`src/rtl/gray_lockstep_pkg.sv`:
```
package gray_lockstep_pkg;

   // Number of doubling stages a prefix scan needs over w bits
   function automatic int scan_stages(input int w);
      int s;
      s = 0;
      while ((1 << s) < w) s++;
      return s;
   endfunction

endpackage

```
`src/rtl/gls_bin2gray.sv`:
```
module gls_bin2gray #(
   parameter int WIDTH = 48
) (
   input  logic [WIDTH-1:0] bin_i,
   output logic [WIDTH-1:0] gray_o
);
   // Each Gray bit compares a binary bit with its upper neighbour
   assign gray_o = bin_i ^ (bin_i >> 1);
endmodule

```
`src/rtl/gls_gray2bin.sv`:
```
module gls_gray2bin
   import gray_lockstep_pkg::*;
#(
   parameter int WIDTH       = 48,
   parameter bit DECODE_SCAN = 1'b0
) (
   input  logic [WIDTH-1:0] gray_i,
   output logic [WIDTH-1:0] bin_o
);
   localparam int STAGES = scan_stages(WIDTH);

   generate
      if (DECODE_SCAN == 1'b0) begin : g_ripple
         // Chain from the top bit down; depth grows with WIDTH
         logic [WIDTH-1:0] chain;
         assign chain[WIDTH-1] = gray_i[WIDTH-1];
         for (genvar i = WIDTH - 2; i >= 0; i--) begin : g_bit
            assign chain[i] = chain[i+1] ^ gray_i[i];
         end
         assign bin_o = chain;
      end else begin : g_scan
         // Suffix XOR scan: stage s folds in the bit 2^s positions higher
         logic [WIDTH-1:0] lvl [0:STAGES];
         assign lvl[0] = gray_i;
         for (genvar s = 0; s < STAGES; s++) begin : g_stage
            for (genvar i = 0; i < WIDTH; i++) begin : g_bit
               if (i + (1 << s) < WIDTH) begin : g_fold
                  assign lvl[s+1][i] = lvl[s][i] ^ lvl[s][i + (1 << s)];
               end else begin : g_pass
                  assign lvl[s+1][i] = lvl[s][i];
               end
            end
         end
         assign bin_o = lvl[STAGES];
      end
   endgenerate
endmodule

```
`src/rtl/gls_count_core.sv`:
```
module gls_count_core #(
   parameter int WIDTH = 48
) (
   input  logic             clk,
   input  logic             rst,
   input  logic             en,
   output logic [WIDTH-1:0] cnt_q,
   output logic [WIDTH-1:0] cnt_d
);
   localparam logic [WIDTH-1:0] ONE = WIDTH'(1);

   always_comb begin
      if (rst)      cnt_d = '0;
      else if (en)  cnt_d = cnt_q + ONE;
      else          cnt_d = cnt_q;
   end

   always_ff @(posedge clk) cnt_q <= cnt_d;

   // enabled edge adds one, wrapping modulo 2^WIDTH
   a_r2_increment: assert property (@(posedge clk) disable iff (rst)
      en |=> cnt_q == $past(cnt_q) + ONE);

   // disabled edge holds the count
   a_r3_hold_count: assert property (@(posedge clk) disable iff (rst)
      !en |=> $stable(cnt_q));
endmodule

```
`src/rtl/gls_gray_reg.sv`:
```
module gls_gray_reg #(
   parameter int WIDTH = 48
) (
   input  logic             clk,
   input  logic             rst,
   input  logic             en,
   input  logic [WIDTH-1:0] gray_d,
   output logic [WIDTH-1:0] gray_q
);
   // Loaded every edge from the encoded next count, so it tracks the counter
   always_ff @(posedge clk) gray_q <= gray_d;

   // one Gray bit moves per enabled step, wrap included
   a_r5_single_bit: assert property (@(posedge clk) disable iff (rst)
      en |=> $countones(gray_q ^ $past(gray_q)) == 1);

   // disabled edge holds the Gray value
   a_r3_hold_gray: assert property (@(posedge clk) disable iff (rst)
      !en |=> $stable(gray_q));
endmodule

```
`src/rtl/gray_lockstep_counter.sv`:
```
module gray_lockstep_counter #(
   parameter int WIDTH       = 48,
   parameter bit DECODE_SCAN = 1'b0
) (
   input  logic             clk,
   input  logic             rst,
   input  logic             en,
   output logic [WIDTH-1:0] bin_q,
   output logic [WIDTH-1:0] gray_q,
   output logic [WIDTH-1:0] gray_bin
);
   // width guard at elaboration
   generate
      if (WIDTH < 2) begin : g_bad_width
         initial $error("gray_lockstep_counter: WIDTH must be at least 2");
      end
   endgenerate

   logic [WIDTH-1:0] cnt_next;
   logic [WIDTH-1:0] gray_next;

   gls_count_core #(.WIDTH(WIDTH)) u_core (
      .clk   (clk),
      .rst   (rst),
      .en    (en),
      .cnt_q (bin_q),
      .cnt_d (cnt_next)
   );

   gls_bin2gray #(.WIDTH(WIDTH)) u_enc (
      .bin_i  (cnt_next),
      .gray_o (gray_next)
   );

   gls_gray_reg #(.WIDTH(WIDTH)) u_greg (
      .clk    (clk),
      .rst    (rst),
      .en     (en),
      .gray_d (gray_next),
      .gray_q (gray_q)
   );

   gls_gray2bin #(.WIDTH(WIDTH), .DECODE_SCAN(DECODE_SCAN)) u_dec (
      .gray_i (gray_q),
      .bin_o  (gray_bin)
   );

   logic rst_seen;
   always_ff @(posedge clk) rst_seen <= rst;

   // an edge with reset leaves both registers at zero
   always @(posedge clk) begin
      if (rst_seen) begin
         a_r1_reset_clears: assert (bin_q == '0 && gray_q == '0);
      end
   end

   // Gray register matches the counter in the same cycle
   a_r4_lockstep: assert property (@(posedge clk) disable iff (rst)
      gray_q == (bin_q ^ (bin_q >> 1)));

   // decoder recovers the count from the Gray register
   a_r6_decode: assert property (@(posedge clk) disable iff (rst)
      gray_bin == bin_q);
endmodule

```
`config.mk`:
```
export PLATFORM = sky130hd
export DESIGN_NAME = gray_lockstep_counter
export DESIGN_NICKNAME = d
export VERILOG_FILES = /design/src/rtl/gray_lockstep_pkg.sv /design/src/rtl/gls_bin2gray.sv /design/src/rtl/gls_gray2bin.sv /design/src/rtl/gls_count_core.sv /design/src/rtl/gls_gray_reg.sv /design/src/rtl/gray_lockstep_counter.sv
export SDC_FILE = /design/constraint.sdc
export NUM_CORES = 1
export LEC_CHECK = 0
export CORE_MARGIN = 2
export CORE_UTILIZATION = 57
export DETAILED_ROUTE_END_ITERATION = 10
export DONT_BUFFER_PORTS = 1
export PLACE_DENSITY_LB_ADDON = 0.1
export SYNTH_ARGS = -nofsm -noshare
export SYNTH_HDL_FRONTEND = slang
export SYNTH_SLANG_ARGS = --single-unit
```
`constraint.sdc`:
```
create_clock -name clk -period 7 [get_ports clk]
set_input_delay 0.7 -clock clk [delete_from_list [all_inputs] [get_ports clk]]
set_output_delay 0.7 -clock clk [all_outputs]
set_load 0.01 [all_outputs]
```
# Word level (Yosys, flattened, before mapping)
# Index checks and enable logic that the tools add are counted.
# totals
reg_bits	96
out_inout_bits	144
elab_cells	53
# op_classes
add_sub_neg	1
mux	2
bitwise_logic	48
# ops
operator	count
48-bit two-way mux	2
48-bit by 1-bit adder with 48-bit output (second input constant)	1
48-bit by 47-bit XOR with 48-bit output	1
1-bit XOR	47

# Logic depth before layout (Yosys ltp)
# logic_depth
ltp_word	47
ltp_mapped	9
mapped_depth_nobuf	7

# By module
# A second synthesis with hierarchy kept.
# unflattened
hier_cells	494
hier_area_um2	5208.7
# by_module_without_submodules
module	instances	cells_per_inst	area_per_inst_um2	seq_area_each_um2
gls_count_core	1	305	2706.3	960.9
gls_gray2bin	1	93	1122.3	0.0
gls_gray_reg	1	48	960.9	960.9
gls_bin2gray	1	48	419.2	0.0

# Least setup slack after synthesis
# No wires, ideal clock.
# synth_path
path_type	reg2out
from	reg u_core.cnt_q[47] (netlist name)
to	out gray_bin[5]
arrival_time_ns	2.904
setup_slack_ns	3.396
stages_incl_launch_ff	7
path_cell_list	dfxtp_1 > xnor3_2 > xor2_2 > xnor3_2 > xnor3_4 > xnor2_4 > xor2_1
# synth_rtl
item	line	source
end: declaration	gray_lockstep_counter.sv:10	output logic [WIDTH-1:0] gray_bin

==> impl_metrics.env <==
export IMPL_overflow=0
export IMPL_drtAntennaViolNets=0
export IMPL_rr_worst_depth=6
export IMPL_post_route_drc_count=0
export IMPL_h_tree_depth=3
export IMPL_crit_top_cell="xnor3_2"
export IMPL_synth_compound_area_share_pct=6.732
export IMPL_path_buf_inv=0
export IMPL_r2r_slack_ns=3.50
export IMPL_worst_pin_slew_ns=0.9109
export IMPL_cts_path_max_buffers=2
export IMPL_met1_usage_pct=33.66
export IMPL_hpwl_mm=8.718
export IMPL_ctsRootBufferMaster="clkbuf_8"
export IMPL_ys_ff_latch=95
export IMPL_slowest_stage="xnor3_4"
export IMPL_fmax_ghz=0.2283
export IMPL_grtUsageMet2_pct=35.53
export IMPL_crit_path_end_kind="output port"
export IMPL_cts_setup_buffers=0
export IMPL_clk_pin_slew_worst_paths_ns=0.09
export IMPL_holdBufCountCts=0
export IMPL_power_switching_uw=208.5
export IMPL_gr_usage_met3_pct=7.866
export IMPL_dieHeight_um=101.9
export IMPL_slew_headroom_pct=39.05
export IMPL_r2r_start="u_core.cnt_q[19]$_DFF_P_"
export IMPL_hold_path_endpoint="u_greg.gray_q[9]$_DFF_P_"
export IMPL_crit_family="XOR/XNOR gates"
export IMPL_register_area_sq_um=1902
export IMPL_n_antenna_cell=0
export IMPL_vias_per_cell=5.714
export IMPL_drt_iter0_markers=239
export IMPL_syn_area_per_cell_sq_um=9.002
export IMPL_leakagePower_uw=0.002058
export IMPL_wire_per_inst_um=17.03
export IMPL_synthTopCellsByCount="dfxtp_1, nor2_1, xnor2_1"
export IMPL_ir_drop_mv=0.1244
export IMPL_fin_crit_sh_pct=62.56
export IMPL_synth_seq_area_share_pct=34.81
export IMPL_clk_latency_ns=0.36
export IMPL_powerDensity_nw_per_um2=158.5
export IMPL_rr_endpoint="u_greg.gray_q[42]$_DFF_P_"
export IMPL_cp_start_kind="flop"
export IMPL_cts_tree="built"
export IMPL_first_pass_iters=5
export IMPL_grt_pass1_wl_mm=19.67
export IMPL_fp_dieArea_sq_um=10380
export IMPL_multi_input_area_sq_um=3366
export IMPL_comb_power_share_pct=1.7
export IMPL_synth_ff_type="dfxtp_1"
export IMPL_grt_total_usage_pct=23.81
export IMPL_power_frac_seq_pct=61.1
export IMPL_p_total_uw=897.3
export IMPL_grt_busiest_layer="met2"
export IMPL_synth_warnings=0
export IMPL_syn_nets=611
export IMPL_rows=35
export IMPL_worst_clock_skew_ns=0.009997
export IMPL_cp_required_ns=6.30
export IMPL_p_int_uw=688.8
export IMPL_antenna_found_initial=0
export IMPL_rsz0062_at_grt="false"
export IMPL_synth_top_family_by_area="XOR/XNOR gates"
export IMPL_cp_max_fo=8
export IMPL_synthArstFlopShare_pct=0
export IMPL_routed_wl_mm=12.16
export IMPL_synthTopCellsByArea="dfxtp_1, xnor2_1, xor2_1, nor2_1, xnor3_4"
export IMPL_numCtsBuffers=9
export IMPL_yosys_area_top_type="dfxtp_1"
export IMPL_synth_adder_area_share_pct=0.2290
export IMPL_cp_data_arrival_time_ns=3.68
export IMPL_port_buffers=0
export IMPL_fill_cells=844
export IMPL_layout_nets=585
export IMPL_slew_violations=0
export IMPL_synth_xor_area_share_pct=32.10
export IMPL_worstHoldPathType="in2reg"
export IMPL_grt_max_degree=81
export IMPL_switching_share_pct=23.24
export IMPL_max_cap_violations=0
export IMPL_final_layout_size_suffix_gt1_share_pct=7.179
export IMPL_synth_top_cell_area_share_pct=34.81
export IMPL_critPathMaxStageDelay_ns=0.65
export IMPL_grt_pass1_vias=3803
export IMPL_gp_congestion=0.8168
export IMPL_core_sq_um=9284
export IMPL_synth_cell_types=47
export IMPL_synth_edf_count=0
export IMPL_numClockSinks=95
export IMPL_status="completed"
export IMPL_fin_tns_setup_ns=0
export IMPL_hp_start="rst"
export IMPL_syn2layout_area_growth_pct=3.595
export IMPL_crit_chain="xnor3_2 > xor2_2 > xnor3_2 > xnor3_4 > xnor2_4 > xor2_1"
export IMPL_cts_resized=0
export IMPL_routed_via_count=4080
export IMPL_die_w_um=101.9
export IMPL_whs_path_depth=1
export IMPL_p_clk_share_pct=37.2
export IMPL_syn_area_sq_um=5464
export IMPL_setup_viol=0
export IMPL_finalCriticalPeriod_ns=4.379
export IMPL_yosys_area_share_simple_pct=19.69
export IMPL_initial_utilization_pct=58.85
export IMPL_crit_type="reg2out"
export IMPL_hold_viol=0
export IMPL_yosysMostFrequentCell="dfxtp_1"
export IMPL_synthMuxAreaShare_pct=2.725
export IMPL_design_portCount=147
export IMPL_netlist_instances=607
-- layout by cell type (no fill, tap or decap), drive strengths merged, types with 12 or more instances in the layout --
master	instances
nand2	31
nor4	12
inv	13
nor3	13
nand4	22
dfxtp	95
o21ai	15
xor2	69
nand3	23
nor2	88
xnor2	91
-- registers in the layout, summed over array words and instances (netlist names) --
register       count
u_greg.gray_q     47
u_core.cnt_q      48
-- area by class of cell --
class,instances,share of cell area [%]
tap,129,2.851
sequential,95,33.60
inverter,12,0.7958
clock inverter,5,0.5968
clock buffer,10,2.431
multi-input combinational,461,59.46
timing repair buffer,2,0.2653
-- worst max-delay path by stage --
stage	from	endpoint	slack, ns	cells after the start
2_1_floorplan	u_core.cnt_q[47]$_DFF_P_	gray_bin[5]	3.40	6
3_3_place_gp	u_core.cnt_q[47]$_DFF_P_	gray_bin[5]	3.03	6
3_5_place_dp	u_core.cnt_q[47]$_DFF_P_	gray_bin[5]	3.01	6
4_1_cts	u_core.cnt_q[47]$_DFF_P_	gray_bin[5]	2.58	6
5_1_grt	u_core.cnt_q[47]$_DFF_P_	gray_bin[27]	2.43	6
6_report	u_core.cnt_q[47]$_DFF_P_	gray_bin[5]	2.62	6
-- logic make-up (layout without fill, tap and decap cells) --
group                      Yosys count  in the layout
adders and majority gates            1              1
xor gates and xnor gates           171            171
AOI/OAI and AO/OA                   55             55
DFF                                 95             95
muxes                               14             14
and+or+nand+nor                    220            220
buffers and inverters               51             29
-- metrics by stage --
stage | hold WS, ns | utilization [%] | instance area, sq um | cells | setup WS, ns
after floorplan | 0.5482 | - | 5464 | 607 | 3.396
after global placement | 0.5731 | 59.12 | 5489 | 699 | 3.031
after detailed placement | 0.5954 | 59.12 | 5489 | 699 | 3.011
after CTS | 0.3957 | 60.97 | 5660 | 714 | 2.581
after global routing | 0.3683 | 60.97 | 5660 | 714 | 2.432
final | 0.4059 | 60.97 | 5660 | 714 | 2.621
-- power groups by stage --
| stage | clock (uW) | sequential [uW] | combinational [uW] |
|---|---|---|---|
| floorplan | 0 | 560 | 20.9 |
| CTS | 338 | 548 | 15.8 |
| global route | 368 | 549 | 17.6 |
| global placement | 0 | 561 | 15.8 |
| finish | 334 | 548 | 15.5 |
| detailed placement | 0 | 561 | 15.7 |
-- per-layer routing --
layer / vias to the layer above / share of wire, %
li1: 1998 / -
met1: 1906 / 47
met2: 164 / 44
met3: 12 / 8.2
met4: 0 / 0.78
met5: - / 0
No activity file was read; power rests on OpenSTA's default activity.
